--- config.mk ---
export PLATFORM = sky130hd
export DESIGN_NAME = pwm_sync_timer
export DESIGN_NICKNAME = d
export VERILOG_FILES = /design/src/rtl/pwm_timer_pkg.sv /design/src/rtl/pwm_regs.sv /design/src/rtl/pwm_prescale.sv /design/src/rtl/pwm_channel.sv /design/src/rtl/pwm_sync_timer.sv
export SDC_FILE = /design/constraint.sdc
export NUM_CORES = 1
export LEC_CHECK = 0
export ABC_AREA = 1
export BUFFER_PORTS_ARGS = -buffer_cell sky130_fd_sc_hd__buf_4
export CAP_MARGIN = 20
export CORE_ASPECT_RATIO = 0.8
export CORE_MARGIN = 2
export CORE_UTILIZATION = 50
export DETAILED_ROUTE_END_ITERATION = 8
export PLACE_DENSITY_LB_ADDON = 0.3
export SLEW_MARGIN = 20
export SYNTH_ARGS = -nofsm -noshare
export SYNTH_HDL_FRONTEND = slang
export SYNTH_HIERARCHICAL = 1
export SYNTH_SLANG_ARGS = --single-unit
--- constraint.sdc ---
create_clock -name clk -period 2.86 [get_ports clk]
set_clock_uncertainty 0.2 [all_clocks]
set_input_delay 0.429 -clock clk [delete_from_list [all_inputs] [get_ports clk]]
set_output_delay 0.429 -clock clk [all_outputs]
set_load 0.1 [all_outputs]
--- src/rtl/pwm_timer_pkg.sv ---
// Package: register offsets and field positions shared by the PWM timer.
// Assumes a 32-bit word interface with byte offsets.
package pwm_timer_pkg;
    localparam int DATA_W        = 32;
    localparam int OFS_CTRL      = 0;
    localparam int OFS_COUNT     = 4;
    localparam int CTRL_RUN_BIT  = 0;
    localparam int CTRL_SPARE_BIT = 4;
    localparam int CTRL_STAGE_BIT = 11;
    localparam int CTRL_EXPLO_BIT = 15;
    localparam int CTRL_EXPHI_LSB = 16;
    localparam int COUNT_PER_LSB = 16;
    localparam int COUNT_PH_LSB  = 0;
endpackage

--- src/rtl/pwm_regs.sv ---
// Module: control and count registers with shadow staging.
// While the staging flag is set, writes to the count word and the exponent
// fields land in shadow copies only. A control write that clears the flag
// commits the whole shadow set in one cycle. Assumes one access per cycle.
module pwm_regs
    import pwm_timer_pkg::*;
#(
    parameter int ADDR_W = 4,
    parameter int CNT_W  = 10,
    parameter int EXP_W  = 5
) (
    input  logic              clk,
    input  logic              rst_n,
    input  logic              wr_en,
    input  logic [ADDR_W-1:0] wr_addr,
    input  logic [DATA_W-1:0] wr_data,
    input  logic [ADDR_W-1:0] rd_addr,
    output logic [DATA_W-1:0] rd_data,
    output logic              run_o,
    output logic              stage_o,
    output logic [CNT_W-1:0]  act_period_o,
    output logic [CNT_W-1:0]  act_phase_o,
    output logic [EXP_W-1:0]  act_exp_o
);
    localparam int EXPHI_W = EXP_W - 1;

    logic             run_q, spare_q, stage_q;
    logic [CNT_W-1:0] sh_period_q, sh_phase_q, act_period_q, act_phase_q;
    logic [EXP_W-1:0] sh_exp_q, act_exp_q;
    logic             wr_ctrl, wr_count;
    logic [EXP_W-1:0] wr_exp;
    logic [CNT_W-1:0] wr_period, wr_phase;
    logic [EXP_W-1:0] view_exp;
    logic [CNT_W-1:0] view_period, view_phase;

    // Decode the write strobe and pull fields out of the write word.
    always_comb begin
        wr_ctrl   = wr_en && (wr_addr == ADDR_W'(OFS_CTRL));
        wr_count  = wr_en && (wr_addr == ADDR_W'(OFS_COUNT));
        wr_exp    = {wr_data[CTRL_EXPHI_LSB +: EXPHI_W], wr_data[CTRL_EXPLO_BIT]};
        wr_period = wr_data[COUNT_PER_LSB +: CNT_W];
        wr_phase  = wr_data[COUNT_PH_LSB +: CNT_W];
    end

    // Register update: direct when not staging, shadow-only while staging.
    always_ff @(posedge clk) begin
        if (!rst_n) begin
            run_q        <= 1'b0;
            spare_q      <= 1'b0;
            stage_q      <= 1'b0;
            sh_period_q  <= '0;
            sh_phase_q   <= '0;
            sh_exp_q     <= '0;
            act_period_q <= '0;
            act_phase_q  <= '0;
            act_exp_q    <= '0;
        end else if (wr_ctrl) begin
            run_q    <= wr_data[CTRL_RUN_BIT];
            spare_q  <= wr_data[CTRL_SPARE_BIT];
            stage_q  <= wr_data[CTRL_STAGE_BIT];
            sh_exp_q <= wr_exp;
            if (!stage_q) begin
                act_exp_q <= wr_exp;
            end else if (!wr_data[CTRL_STAGE_BIT]) begin
                act_exp_q    <= wr_exp;
                act_period_q <= sh_period_q;
                act_phase_q  <= sh_phase_q;
            end
        end else if (wr_count) begin
            sh_period_q <= wr_period;
            sh_phase_q  <= wr_phase;
            if (!stage_q) begin
                act_period_q <= wr_period;
                act_phase_q  <= wr_phase;
            end
        end
    end

    // Read mux: shadow values while staging, active values otherwise.
    always_comb begin
        view_exp    = stage_q ? sh_exp_q    : act_exp_q;
        view_period = stage_q ? sh_period_q : act_period_q;
        view_phase  = stage_q ? sh_phase_q  : act_phase_q;
        rd_data     = '0;
        if (rd_addr == ADDR_W'(OFS_CTRL)) begin
            rd_data[CTRL_RUN_BIT]   = run_q;
            rd_data[CTRL_SPARE_BIT] = spare_q;
            rd_data[CTRL_STAGE_BIT] = stage_q;
            rd_data[CTRL_EXPLO_BIT] = view_exp[0];
            rd_data[CTRL_EXPHI_LSB +: EXPHI_W] = view_exp[EXP_W-1:1];
        end else if (rd_addr == ADDR_W'(OFS_COUNT)) begin
            rd_data[COUNT_PER_LSB +: CNT_W] = view_period;
            rd_data[COUNT_PH_LSB +: CNT_W]  = view_phase;
        end
    end

    assign run_o        = run_q;
    assign stage_o      = stage_q;
    assign act_period_o = act_period_q;
    assign act_phase_o  = act_phase_q;
    assign act_exp_o    = act_exp_q;
endmodule

--- src/rtl/pwm_prescale.sv ---
// Module: power-of-two clock prescaler.
// Issues one tick every 2^exp cycles while running. The exponent saturates at
// EXP_MAX. Counting restarts on each tick and is held at zero while stopped.
module pwm_prescale #(
    parameter int EXP_W   = 5,
    parameter int EXP_MAX = 24
) (
    input  logic             clk,
    input  logic             rst_n,
    input  logic             run_i,
    input  logic [EXP_W-1:0] exp_i,
    output logic             tick_o
);
    localparam int PRE_W = (EXP_MAX > 0) ? EXP_MAX : 1;

    logic [PRE_W-1:0] pre_q;
    logic [PRE_W-1:0] mask;
    logic [EXP_W-1:0] eff_exp;

    // Build the terminal count 2^eff-1 from the saturated exponent.
    always_comb begin
        eff_exp = (exp_i > EXP_W'(EXP_MAX)) ? EXP_W'(EXP_MAX) : exp_i;
        for (int i = 0; i < PRE_W; i++) begin
            mask[i] = (i < int'(eff_exp));
        end
        tick_o = run_i && (pre_q == mask);
    end

    // Cycle counter that restarts on every tick.
    always_ff @(posedge clk) begin
        if (!rst_n || !run_i || tick_o) begin
            pre_q <= '0;
        end else begin
            pre_q <= pre_q + 1'b1;
        end
    end
endmodule

--- src/rtl/pwm_channel.sv ---
// Module: period/phase counter and output stage.
// Latches the active settings at each period wrap, and continuously while
// stopped. The output is high while the count is below the phase. A zero
// period or phase in use forces the output low.
module pwm_channel #(
    parameter int CNT_W = 10,
    parameter int EXP_W = 5
) (
    input  logic             clk,
    input  logic             rst_n,
    input  logic             run_i,
    input  logic             tick_i,
    input  logic [CNT_W-1:0] act_period_i,
    input  logic [CNT_W-1:0] act_phase_i,
    input  logic [EXP_W-1:0] act_exp_i,
    output logic [EXP_W-1:0] run_exp_o,
    output logic [CNT_W-1:0] cnt_o,
    output logic [CNT_W-1:0] run_period_o,
    output logic [CNT_W-1:0] run_phase_o,
    output logic             pwm_o
);
    logic [CNT_W-1:0] cnt_q, per_q, ph_q;
    logic [EXP_W-1:0] exp_q;
    logic [CNT_W:0]   cnt_inc;
    logic             wrap;

    // Detect the last tick of the period.
    always_comb begin
        cnt_inc = {1'b0, cnt_q} + 1'b1;
        wrap    = cnt_inc >= {1'b0, per_q};
    end

    // Count ticks and reload the working settings at each wrap.
    always_ff @(posedge clk) begin
        if (!rst_n) begin
            cnt_q <= '0;
            per_q <= '0;
            ph_q  <= '0;
            exp_q <= '0;
        end else if (!run_i || (tick_i && wrap)) begin
            cnt_q <= '0;
            per_q <= act_period_i;
            ph_q  <= act_phase_i;
            exp_q <= act_exp_i;
        end else if (tick_i) begin
            cnt_q <= cnt_inc[CNT_W-1:0];
        end
    end

    // Output decode from the registered state.
    always_comb begin
        pwm_o = run_i && (per_q != '0) && (ph_q != '0) && (cnt_q < ph_q);
    end

    assign run_exp_o    = exp_q;
    assign cnt_o        = cnt_q;
    assign run_period_o = per_q;
    assign run_phase_o  = ph_q;
endmodule

--- src/rtl/pwm_sync_timer.sv ---
// Module: top of the single-channel prescaled PWM timer.
// Connects the register block, the prescaler and the channel counter.
// Assumes one register access per cycle and a combinational read port.
module pwm_sync_timer
    import pwm_timer_pkg::*;
#(
    parameter int ADDR_W  = 4,
    parameter int CNT_W   = 10,
    parameter int EXP_W   = 5,
    parameter int EXP_MAX = 24
) (
    input  logic              clk,
    input  logic              rst_n,
    input  logic              wr_en,
    input  logic [ADDR_W-1:0] wr_addr,
    input  logic [31:0]       wr_data,
    input  logic [ADDR_W-1:0] rd_addr,
    output logic [31:0]       rd_data,
    output logic              pwm_out
);
    logic             run_en, stage_en, tick;
    logic [CNT_W-1:0] act_period, act_phase, run_period, run_phase, cnt;
    logic [EXP_W-1:0] act_exp, run_exp;

    pwm_regs #(.ADDR_W(ADDR_W), .CNT_W(CNT_W), .EXP_W(EXP_W)) i_regs (
        .clk(clk), .rst_n(rst_n), .wr_en(wr_en), .wr_addr(wr_addr),
        .wr_data(wr_data), .rd_addr(rd_addr), .rd_data(rd_data),
        .run_o(run_en), .stage_o(stage_en), .act_period_o(act_period),
        .act_phase_o(act_phase), .act_exp_o(act_exp)
    );

    pwm_prescale #(.EXP_W(EXP_W), .EXP_MAX(EXP_MAX)) i_pre (
        .clk(clk), .rst_n(rst_n), .run_i(run_en), .exp_i(run_exp), .tick_o(tick)
    );

    pwm_channel #(.CNT_W(CNT_W), .EXP_W(EXP_W)) i_chan (
        .clk(clk), .rst_n(rst_n), .run_i(run_en), .tick_i(tick),
        .act_period_i(act_period), .act_phase_i(act_phase), .act_exp_i(act_exp),
        .run_exp_o(run_exp), .cnt_o(cnt), .run_period_o(run_period),
        .run_phase_o(run_phase), .pwm_o(pwm_out)
    );
endmodule

==> run_results.csv, run 1 <==
group,metric,value,unit
die,coreArea,0.0136,sq mm
clock_tree,clock_latency,0.37,ns
cells_and_area,drive_gt1_frac,0.137,
timing,maxSlewHeadroom,0.647,
timing,setup_viol,0,
logic_synthesis,ys_top_cells_by_count,"246 x nand2_1, 179 x nor2_1, 146 x inv_1",
die,pin_count,76,
logic_synthesis,synth_most_common_cell,"nand2_1",
clock_tree,cts.sinks,112,
timing,fmax,377,MHz
global_route,grt_pass1_vias,6123,
timing,fin_crit,2.66,ns
cells_and_area,final_cells,1322,
clock_tree,cts_resized,0,
die,die_h,110,um
clock_tree,cts_tree,"yes",
global_route,grt_overflow,0,
clock_tree,ctsRootBufferMaster,"clkbuf_16",
placement,port_buffers,55,
die,fp-row-count,38,
logic_synthesis,synth_top_area_share,0.321,
power_and_ir_drop,ir_drop,0.000324,V
worst_setup_path,worstPathMaxFanout,23,
routing,drt_iter0_markers,564,
run,cap_violations,0,
clock_tree,hold_buffers,0,
timing,whs,0.127,ns
logic_synthesis,synth_edf_count,0,
cells_and_area,diodes,0,
timing,hold_viol,0,
worst_setup_path,cp_data_arrival_time,2.75,ns
logic_synthesis,ys_types,41,
timing,worst_slew_pin_slew,0.529,ns
logic_synthesis,synth_flop_cell,"dfxtp_1",
global_route,grt_max_degree,47,
clock_tree,cts-buffers-inserted,9,
logic_synthesis,synthTopCellsByArea,"dfxtp_1 32%, nand2_1 13%, nor2_1 9.6%",
cells_and_area,fin_nets,1201,
routing,ant_nets,0,
placement,placed_cell_area,0.00760,sq mm
routing,drc,0,
routing,wl_per_cell,14.0,um
timing,period_share,0.929,
logic_synthesis,ys_ff_latch,112,
logic_synthesis,netlist_area,0.00699,sq mm
hold_path,hold_class,"input port to register",
logic_synthesis,seq_area_frac_synth,0.321,
die,start_util,0.514,
global_route,grt_first_pass_wirelength,30.0,mm
placement,hpwl,13.3,mm
timing,grt_setup_unrepaired,"no",
routing,firstDrtPassIters,5,
logic_synthesis,synth_area_per_cell,6.39,sq um
die,fp.dieArea,0.0149,sq mm
routing,vias,6949,
timing,drv_slew,0,
cells_and_area,syn2layout_area_growth,14.0,%
logic_synthesis,synth-async-reset-ratio,0,
timing,timing.setup.tns,0,ns
power_and_ir_drop,p_leak,0.00354,uW
routing,via_per_inst,5.26,
clock_tree,clock_path_buffers,2,
clock_tree,post_cts_buffers,0,
clock_tree,clk_pin_slew,0.08,ns
power_and_ir_drop,power_density,418,mW/mm^2
logic_synthesis,yosys_warnings,6,
worst_setup_path,critPathRequiredTime,2.96,ns
worst_setup_path,end_kind,"register",
global_route,antenna_found_initial,0,
placement,dp.cells,1305,
worst_setup_path,worstSetupStartpointType,"register",
worst_setup_path,critPathKind,"register to register",
outcome,outcome,"finished clean",
cells_and_area,design_area,0.00797,sq mm
die,die_w,136,um
routing,drt_wl_total,18.5,mm
placement,gp_congestion,0.922,
clock_tree,htree_levels,3,
power_and_ir_drop,power.total,3330,uW
global_route,grtUsageTotal,0.253,
logic_synthesis,synth_cells,1093,
logic_synthesis,yosysTopAreaCell,"dfxtp_1",
## critical path, cell delays in order (launching register included)
cell	delay (ns)
dfxtp_2	0.35
ha_2	0.19
nand3_2	0.11
nor2_4	0.18
nand2_1	0.10
xor2_2	0.17
ha_1	0.31
nand2_1	0.09
inv_1	0.04
nand3_1	0.07
nand2_1	0.05
nand2_1	0.07
nand3_2	0.09
nand2_4	0.11
buf_12	0.17
nand3_2	0.14
a21oi_1	0.15
## cell usage in the layout, fill, tap and decap left out, types with 20 or more instances in the layout
master	count
nor2_1	169
dfxtp_1	105
inv_1	145
buf_4	82
ha_1	20
xor2_1	26
nand4_1	43
a21oi_1	81
o21ai_0	54
nand3_1	47
nand2_1	245
## registers in the layout (all words and copies together), names as in the netlist
register             flops
i_pre/pre_q             24
i_chan/cnt_o            10
i_chan/run_period_o     10
i_chan/run_phase_o      10
i_regs/act_period_o     10
i_regs/act_phase_o      10
i_regs/sh_period_q      10
i_regs/sh_phase_q       10
i_chan/run_exp_o         5
i_regs/act_exp_o         5
i_regs/sh_exp_q          5
i_regs/run_o             1
i_regs/spare_q           1
i_regs/stage_o           1
## per-layer routing
metal  global-route usage  part of all wire  vias up  wire [um]
li1                     -                 -     3543          -
met3               0.0415             0.063       16       1160
met1                0.369              0.50     3181       9160
met5                    0                 0        -          0
met2                0.391              0.43      209       8000
met4               0.0595            0.0092        0        170
## final timing paths
path	startpoint	endpoint	slack [ns]	cells after the start
min	wr_data[15]	i_regs/act_exp_o[0]	0.13	3
max reg2reg	i_chan/cnt_o[0]	i_chan/cnt_o[1]	0.20	16
max	i_chan/cnt_o[0]	i_chan/cnt_o[1]	0.20	16
min reg2reg	i_regs/sh_exp_q[1]	i_regs/sh_exp_q[1]	0.25	2
## logic make-up (layout without fill, tap and decap cells)
logic type / after synthesis / after routing / share of synthesized area
other: 1 / 10 / 0.000537
AND/OR/NAND/NOR: 562 / 563 / 0.351
XOR/XNOR: 32 / 32 / 0.0401
flip-flops: 112 / 112 / 0.321
adder cells (fa/ha/maj): 21 / 21 / 0.0376
AO/OA/AOI/OAI: 155 / 155 / 0.119
buffers and inverters: 210 / 249 / 0.130
## where the power goes
part / switching (uW) / internal (uW)
sequential: 21.0 / 1590
combinational: 269 / 127
clock: 632 / 696
## cell type report
| type | count | area [sq um] |
|---|---|---|
| clock inverters | 6 | 78.8 |
| clock buffers | 10 | 229 |
| repair buffers | 85 | 676 |
| multi-input cells | 781 | 3950 |
| well taps | 180 | 225 |
| flip-flops and latches | 112 | 2260 |
| inverters | 148 | 556 |
| fillers | 1356 | 5630 |
## stage by stage
step	setup slack, ns	util
after detailed placement	0.0959	0.559
after floorplan	-0.239	-
after CTS	0.0743	0.581
final	0.204	0.586
after global placement	0.141	0.559
after global routing	0.00487	0.586
No activity file was read; power rests on OpenSTA's default activity.
==> run 2: changes to the inputs <==
Settings changed: GPL_ROUTABILITY_DRIVEN set to 0, GPL_TIMING_DRIVEN set to 0.
==> run_results.csv, run 2 (synthesis results as in run 1) <==
group,metric,value,unit
clock_tree,clock_latency,0.37,ns
routing,firstDrtPassIters,6,
placement,port_buffers,55,
worst_setup_path,worstPathMaxFanout,10,
clock_tree,cts_tree,"yes",
placement,placed_cell_area,0.00769,sq mm
routing,wl_per_cell,14.0,um
die,die_h,110,um
power_and_ir_drop,comb_power_share,0.126,
global_route,grtUsageMet1,0.370,
global_route,gr-usage-met2,0.391,
cells_and_area,final_common_cell,"nand2_1",
clock_tree,cts.sinks,112,
worst_setup_path,critPathKind,"register to output port",
power_and_ir_drop,p_leak,0.00368,uW
cells_and_area,largest_register,"i_pre/pre_q",
outcome,outcome,"finished clean",
cells_and_area,mostFrequentLayoutCells,"243 x nand2_1, 167 x nor2_1, 145 x inv_1",
die,pin_count,76,
worst_setup_path,end_kind,"output port",
clock_tree,clk_pin_slew,0.09,ns
clock_tree,ctsRootBufferMaster,"clkbuf_16",
global_route,grt_max_degree,24,
worst_setup_path,r2r-end,"i_chan/run_phase_o[0]",
die,coreArea,0.0136,sq mm
cells_and_area,design_area,0.00823,sq mm
die,start_util,0.514,
cells_and_area,drive_gt1_frac,0.149,
worst_setup_path,reg2reg_from,"i_chan/run_exp_o[2]",
timing,fmax,368,MHz
timing,whs,0.137,ns
power_and_ir_drop,p_seq_frac,0.477,
die,fp-row-count,38,
timing,worst_slew_pin_slew,0.709,ns
power_and_ir_drop,p_sw_frac,0.297,
global_route,grt_overflow,0,
clock_tree,clock_path_buffers,2,
timing,drv_slew,0,
routing,drt_wl_total,19.1,mm
timing,period_share,0.951,
placement,hpwl,14.6,mm
global_route,antenna_found_initial,0,
global_route,grt_pass1_vias,6449,
worst_setup_path,startpoint,"i_regs/stage_o",
power_and_ir_drop,internal-power,2360,uW
worst_setup_path,cp_data_arrival_time,2.09,ns
timing,maxSlewHeadroom,0.527,
die,fp.dieArea,0.0149,sq mm
worst_setup_path,crit_end,"rd_data[15]",
routing,drt_iter0_markers,892,
power_and_ir_drop,p_sw,1000,uW
placement,dp.cells,1337,
die,die_w,136,um
power_and_ir_drop,power_frac_clock,0.397,
timing,hold_viol,0,
cells_and_area,final_cells,1362,
worst_setup_path,worstSetupStartpointType,"register",
global_route,grt_first_pass_wirelength,30.7,mm
cells_and_area,diodes,0,
power_and_ir_drop,ir_drop,0.000344,V
timing,timing.setup.tns,0,ns
run,cap_violations,0,
global_route,grtUsageTotal,0.259,
cells_and_area,fill_cells,1354,
worst_setup_path,critPathRequiredTime,2.23,ns
clock_tree,cts-buffers-inserted,9,
cells_and_area,syn2layout_area_growth,17.7,%
power_and_ir_drop,power_density,409,mW/mm^2
hold_path,hold_class,"input port to register",
clock_tree,htree_levels,3,
timing,grt_setup_unrepaired,"yes",
routing,ant_nets,0,
worst_setup_path,rrSetupSlack,0.19,ns
routing,vias,7219,
timing,setup_viol,0,
cells_and_area,largest_reg_flops,24,
global_route,met3_usage,0.0609,
cells_and_area,fin_nets,1241,
worst_setup_path,worstRegToRegCells,14,
routing,drc,0,
global_route,grt_most_used_layer,"met2",
routing,via_per_inst,5.30,
timing,fin_crit,2.72,ns
-- run 2: cell types whose count changed in the layout (fill, tap and decap cells not counted), moves of 2 or more --
| cell | change |
|---|---|
| nor2_1 | -2 |
| buf_12 | -2 |
| buf_6 | +8 |
| buf_1 | +5 |
| nand2_1 | -2 |
| clkbuf_1 | +20 |
| buf_2 | +10 |
| nor2_4 | +2 |
| buf_4 | -5 |
| clkinv_8 | +2 |
-- run 2: power groups by stage --
stage	Clock (uW)	Combinational [uW]	Sequential, uW
after detailed placement	0	403	1640
after global placement	0	398	1640
after global routing	1420	469	1610
after floorplan	0	298	1640
final	1340	424	1600
after CTS	1360	405	1610
-- run 2: critical path, cell delays in order, from the launching register on --
cell and delay (ns):
dfxtp_1 0.39, buf_2 0.22, clkbuf_1 0.48, nand2_1 0.16, a21oi_2 0.16, buf_4 0.30
-- run 2: what timing repair did --
item / 4_1_cts / 5_1_grt
pin swaps: 0 / 7
buffers inserted: 0 / 8
hold buffers: 0 / 0
endpoints found under the setup margin: 17 / 36
gates cloned: 0 / 1
resized for setup: 2 / 44
-- run 2: worst min-delay path by stage --
stage,start,to,slack (ns),cells after the start
2_1_floorplan,i_regs/sh_exp_q[0],i_regs/sh_exp_q[0],0.22,2
3_3_place_gp,i_regs/sh_exp_q[0],i_regs/sh_exp_q[0],0.24,2
3_5_place_dp,i_regs/sh_exp_q[0],i_regs/sh_exp_q[0],0.24,2
4_1_cts,wr_data[15],i_regs/act_exp_o[0],0.13,3
5_1_grt,wr_data[15],i_regs/act_exp_o[0],0.16,3
6_report,wr_data[15],i_regs/act_exp_o[0],0.14,3
-- run 2: cell type report --
cell class,count,area [sq um],area share
Buffer,62,390,0.0475
Clock buffer,9,225,0.0274
Clock inverter,7,93.8,0.0114
Inverter,148,559,0.0680
Multi-Input combinational cell,780,3980,0.483
Sequential cell,112,2260,0.275
Tap cell,180,225,0.0274
Timing Repair Buffer,64,498,0.0605
-- run 2: metal layers --
metal,vias up,part of all wire
met5,-,0
met4,0,0.013
met3,27,0.097
met2,290,0.42
met1,3272,0.47
li1,3630,-
-- run 2: through the flow --
step	total power [uW]	setup slack, ns	util
3_3_place_gp	2040	-0.0437	0.565
4_1_cts	3370	0.0535	0.589
5_1_grt	3490	-0.0251	0.605
2_1_floorplan	1930	-0.239	-
6_report	3360	0.139	0.605
3_5_place_dp	2040	-0.0416	0.565
==> run 3: changes to the inputs <==
Settings changed: SYNTH_HIERARCHICAL 1 to not set.
==> run_results.csv, run 3 <==
group,metric,value,unit
placement,port_buffers,55,
logic_synthesis,synth_edf_count,0,
hold_path,hold_class,"input port to register",
logic_synthesis,seq_area_frac_synth,0.352,
die,die_w,130,um
clock_tree,cts-buffers-inserted,9,
routing,drt_wl_total,18.1,mm
cells_and_area,syn2layout_area_growth,22.2,%
worst_setup_path,path_buf_inv,2,
logic_synthesis,synthTopCellsByArea,"dfxtp_1 35%, nand2_1 13%, a21oi_1 7.4%",
cells_and_area,fin_nets,1098,
logic_synthesis,netlist_area,0.00636,sq mm
logic_synthesis,synth_area_per_cell,6.73,sq um
timing,setup_viol,0,
clock_tree,cts.sinks,112,
routing,ant_nets,0,
die,coreArea,0.0123,sq mm
timing,drv_slew,0,
die,pin_count,76,
outcome,outcome,"finished clean",
power_and_ir_drop,ir_drop,0.000313,V
cells_and_area,largest_reg_flops,24,
timing,maxSlewHeadroom,0.511,
clock_tree,clk_pin_slew,0.08,ns
power_and_ir_drop,power_density,415,mW/mm^2
placement,hpwl,12.9,mm
clock_tree,hold_buffers,0,
logic_synthesis,synth_cells,946,
cells_and_area,fill_cells,1094,
worst_setup_path,slowest_stage,"dfxtp_4",
logic_synthesis,synth_most_common_cell,"nand2_1",
cells_and_area,mostFrequentLayoutCells,"221 x nand2_1, 106 x dfxtp_1, 94 x inv_1",
logic_synthesis,synth_top_area_share,0.352,
die,fp-row-count,36,
routing,wl_per_cell,15.0,um
cells_and_area,utilization,0.632,
global_route,grt_first_pass_wirelength,28.1,mm
logic_synthesis,ys_ff_latch,112,
logic_synthesis,synthAdderAreaFrac,0.0413,
worst_setup_path,worstSetupStartpointType,"register",
worst_setup_path,critPathRequiredTime,2.90,ns
die,fp.dieArea,0.0136,sq mm
cells_and_area,final_cells,1209,
logic_synthesis,synthSimpleGateAreaFrac,0.295,
worst_setup_path,end_kind,"register",
global_route,grt_max_degree,19,
clock_tree,ctsRootBufferMaster,"clkbuf_16",
clock_tree,cts_tree,"yes",
routing,firstDrtPassIters,5,
run,cap_violations,0,
global_route,grt_pass1_vias,5539,
timing,period_share,0.984,
logic_synthesis,synth_mux_area_frac,0,
die,start_util,0.517,
global_route,antenna_found_initial,0,
worst_setup_path,critPathKind,"register to register",
worst_setup_path,critical-path-max-stage-delay,0.39,ns
timing,hold_viol,0,
cells_and_area,final_common_cell,"nand2_1",
power_and_ir_drop,p_leak,0.00311,uW
worst_setup_path,worstPathMaxFanout,6,
timing,fin_crit,2.81,ns
logic_synthesis,ys_top_cells_by_count,"225 x nand2_1, 112 x dfxtp_1, 95 x inv_1",
timing,worst_slew_pin_slew,0.734,ns
logic_synthesis,synth_top_family_by_area,"simple AND/OR/NAND/NOR gates",
clock_tree,clock_latency,0.36,ns
routing,drc,0,
die,die_h,105,um
cells_and_area,largest_register,"i_pre.pre_q",
worst_setup_path,crit_path_cell_trace,"nand2_1 -> nor2_1 -> nand2_1 -> xor2_1 -> inv_1 -> ha_1 -> nand2_1 -> o21a_1 -> nor2_1 -> nor2_1 -> nand3_2 -> nand4_4 -> buf_6 -> a21oi_1 -> nor2_1",
worst_setup_path,crit_family,"simple AND/OR/NAND/NOR gates",
routing,via_per_inst,5.46,
worst_setup_path,cp_data_arrival_time,2.86,ns
logic_synthesis,yosysTopAreaCell,"dfxtp_1",
logic_synthesis,synth_flop_cell,"dfxtp_1",
worst_setup_path,crit_path_frequent_cell,"nor2_1",
logic_synthesis,synth_xor_area_frac,0.0330,
clock_tree,clock_path_buffers,2,
routing,vias,6597,
placement,dpl_worst_slack,-0.197,ns
timing,setup_ws,0.0468,ns
cells_and_area,diodes,0,
routing,drt_iter0_markers,650,
global_route,grtUsageTotal,0.259,
logic_synthesis,synth_compound_area_frac,0.171,
timing,fmax,355,MHz
logic_synthesis,synth-async-reset-ratio,0,
logic_synthesis,yosys_warnings,0,
timing,grt_setup_unrepaired,"yes",
placement,dp.cells,1181,
global_route,grt_overflow,0,
cells_and_area,drive_gt1_frac,0.180,
logic_synthesis,ys_types,41,
clock_tree,htree_levels,3,
## run 3: timing repair
item / 4_1_cts / 5_1_grt
buffers inserted: 0 / 8
setup endpoints to repair: 41 / 51
pin swaps: 0 / 24
resized for setup: 10 / 87
cloned: 0 / 5
endpoints found under the hold margin: 0 / 0
## run 3: where the power goes
part,switching [uW],internal [uW]
clock network,606,647
registers,19.9,1580
logic,248,123
total,874,2350
## run 3: final cells by class
type,count,area (sq um),share of cell area
clock buffer,11,253,0.0325
inverter,103,387,0.0497
tap,171,214,0.0275
timing repair buffer,67,522,0.0671
sequential,112,2260,0.291
buffer,59,333,0.0428
clock inverter,4,33.8,0.00435
multi-input combinational,682,3770,0.485
## run 3: worst register-to-register path, cell delays in order, from the launching register on
cell and delay [ns]:
dfxtp_4 0.39, nand2_1 0.12, nor2_1 0.17, nand2_1 0.09, xor2_1 0.14, inv_1 0.09, ha_1 0.32, nand2_1 0.09
o21a_1 0.19, nor2_1 0.09, nor2_1 0.06, nand3_2 0.13, nand4_4 0.20, buf_6 0.20, a21oi_1 0.16, nor2_1 0.07
## run 3: cell families (layout without fill, tap and decap cells)
logic type               Yosys count  count (layout)
adder cells (fa/ha/maj)           21              21
AND/OR/NAND/NOR                  426             427
AO/OA/AOI/OAI                    200             200
other                              1              10
buffers and inverters            162             244
XOR/XNOR                          24              24
flip-flops                       112             112
## run 3: per-layer routing
layer  vias to the layer above  routed length [um]  global-route usage
met2                       297                8030               0.374
li1                       3283                   -                   -
met1                      3000                8290               0.394
met3                        17                1590              0.0604
met5                         -                   0                   0
met4                         0                 210              0.0445
## run 3: per-stage QoR
stage / hold slack, ns / setup TNS (ns) / total power [uW] / area, sq um
global placement: 0.236 / -4.73 / 1970 / 7040
detailed placement: 0.241 / -5.17 / 1980 / 7040
finish: 0.150 / 0 / 3220 / 7770
CTS: 0.142 / 0 / 3210 / 7360
global route: 0.147 / -3.07 / 3330 / 7770
floorplan: 0.225 / -7.56 / 1880 / 6410
## run 3: worst paths after layout
check	cells after the start	from	endpoint	slack, ns
max reg2reg	15	i_chan.cnt_o[5]	i_chan.run_phase_o[6]	0.05
max	15	i_chan.cnt_o[5]	i_chan.run_phase_o[6]	0.05
min	3	wr_data[2]	i_regs.act_phase_o[2]	0.15
min reg2reg	2	i_regs.sh_exp_q[4]	i_regs.sh_exp_q[4]	0.25
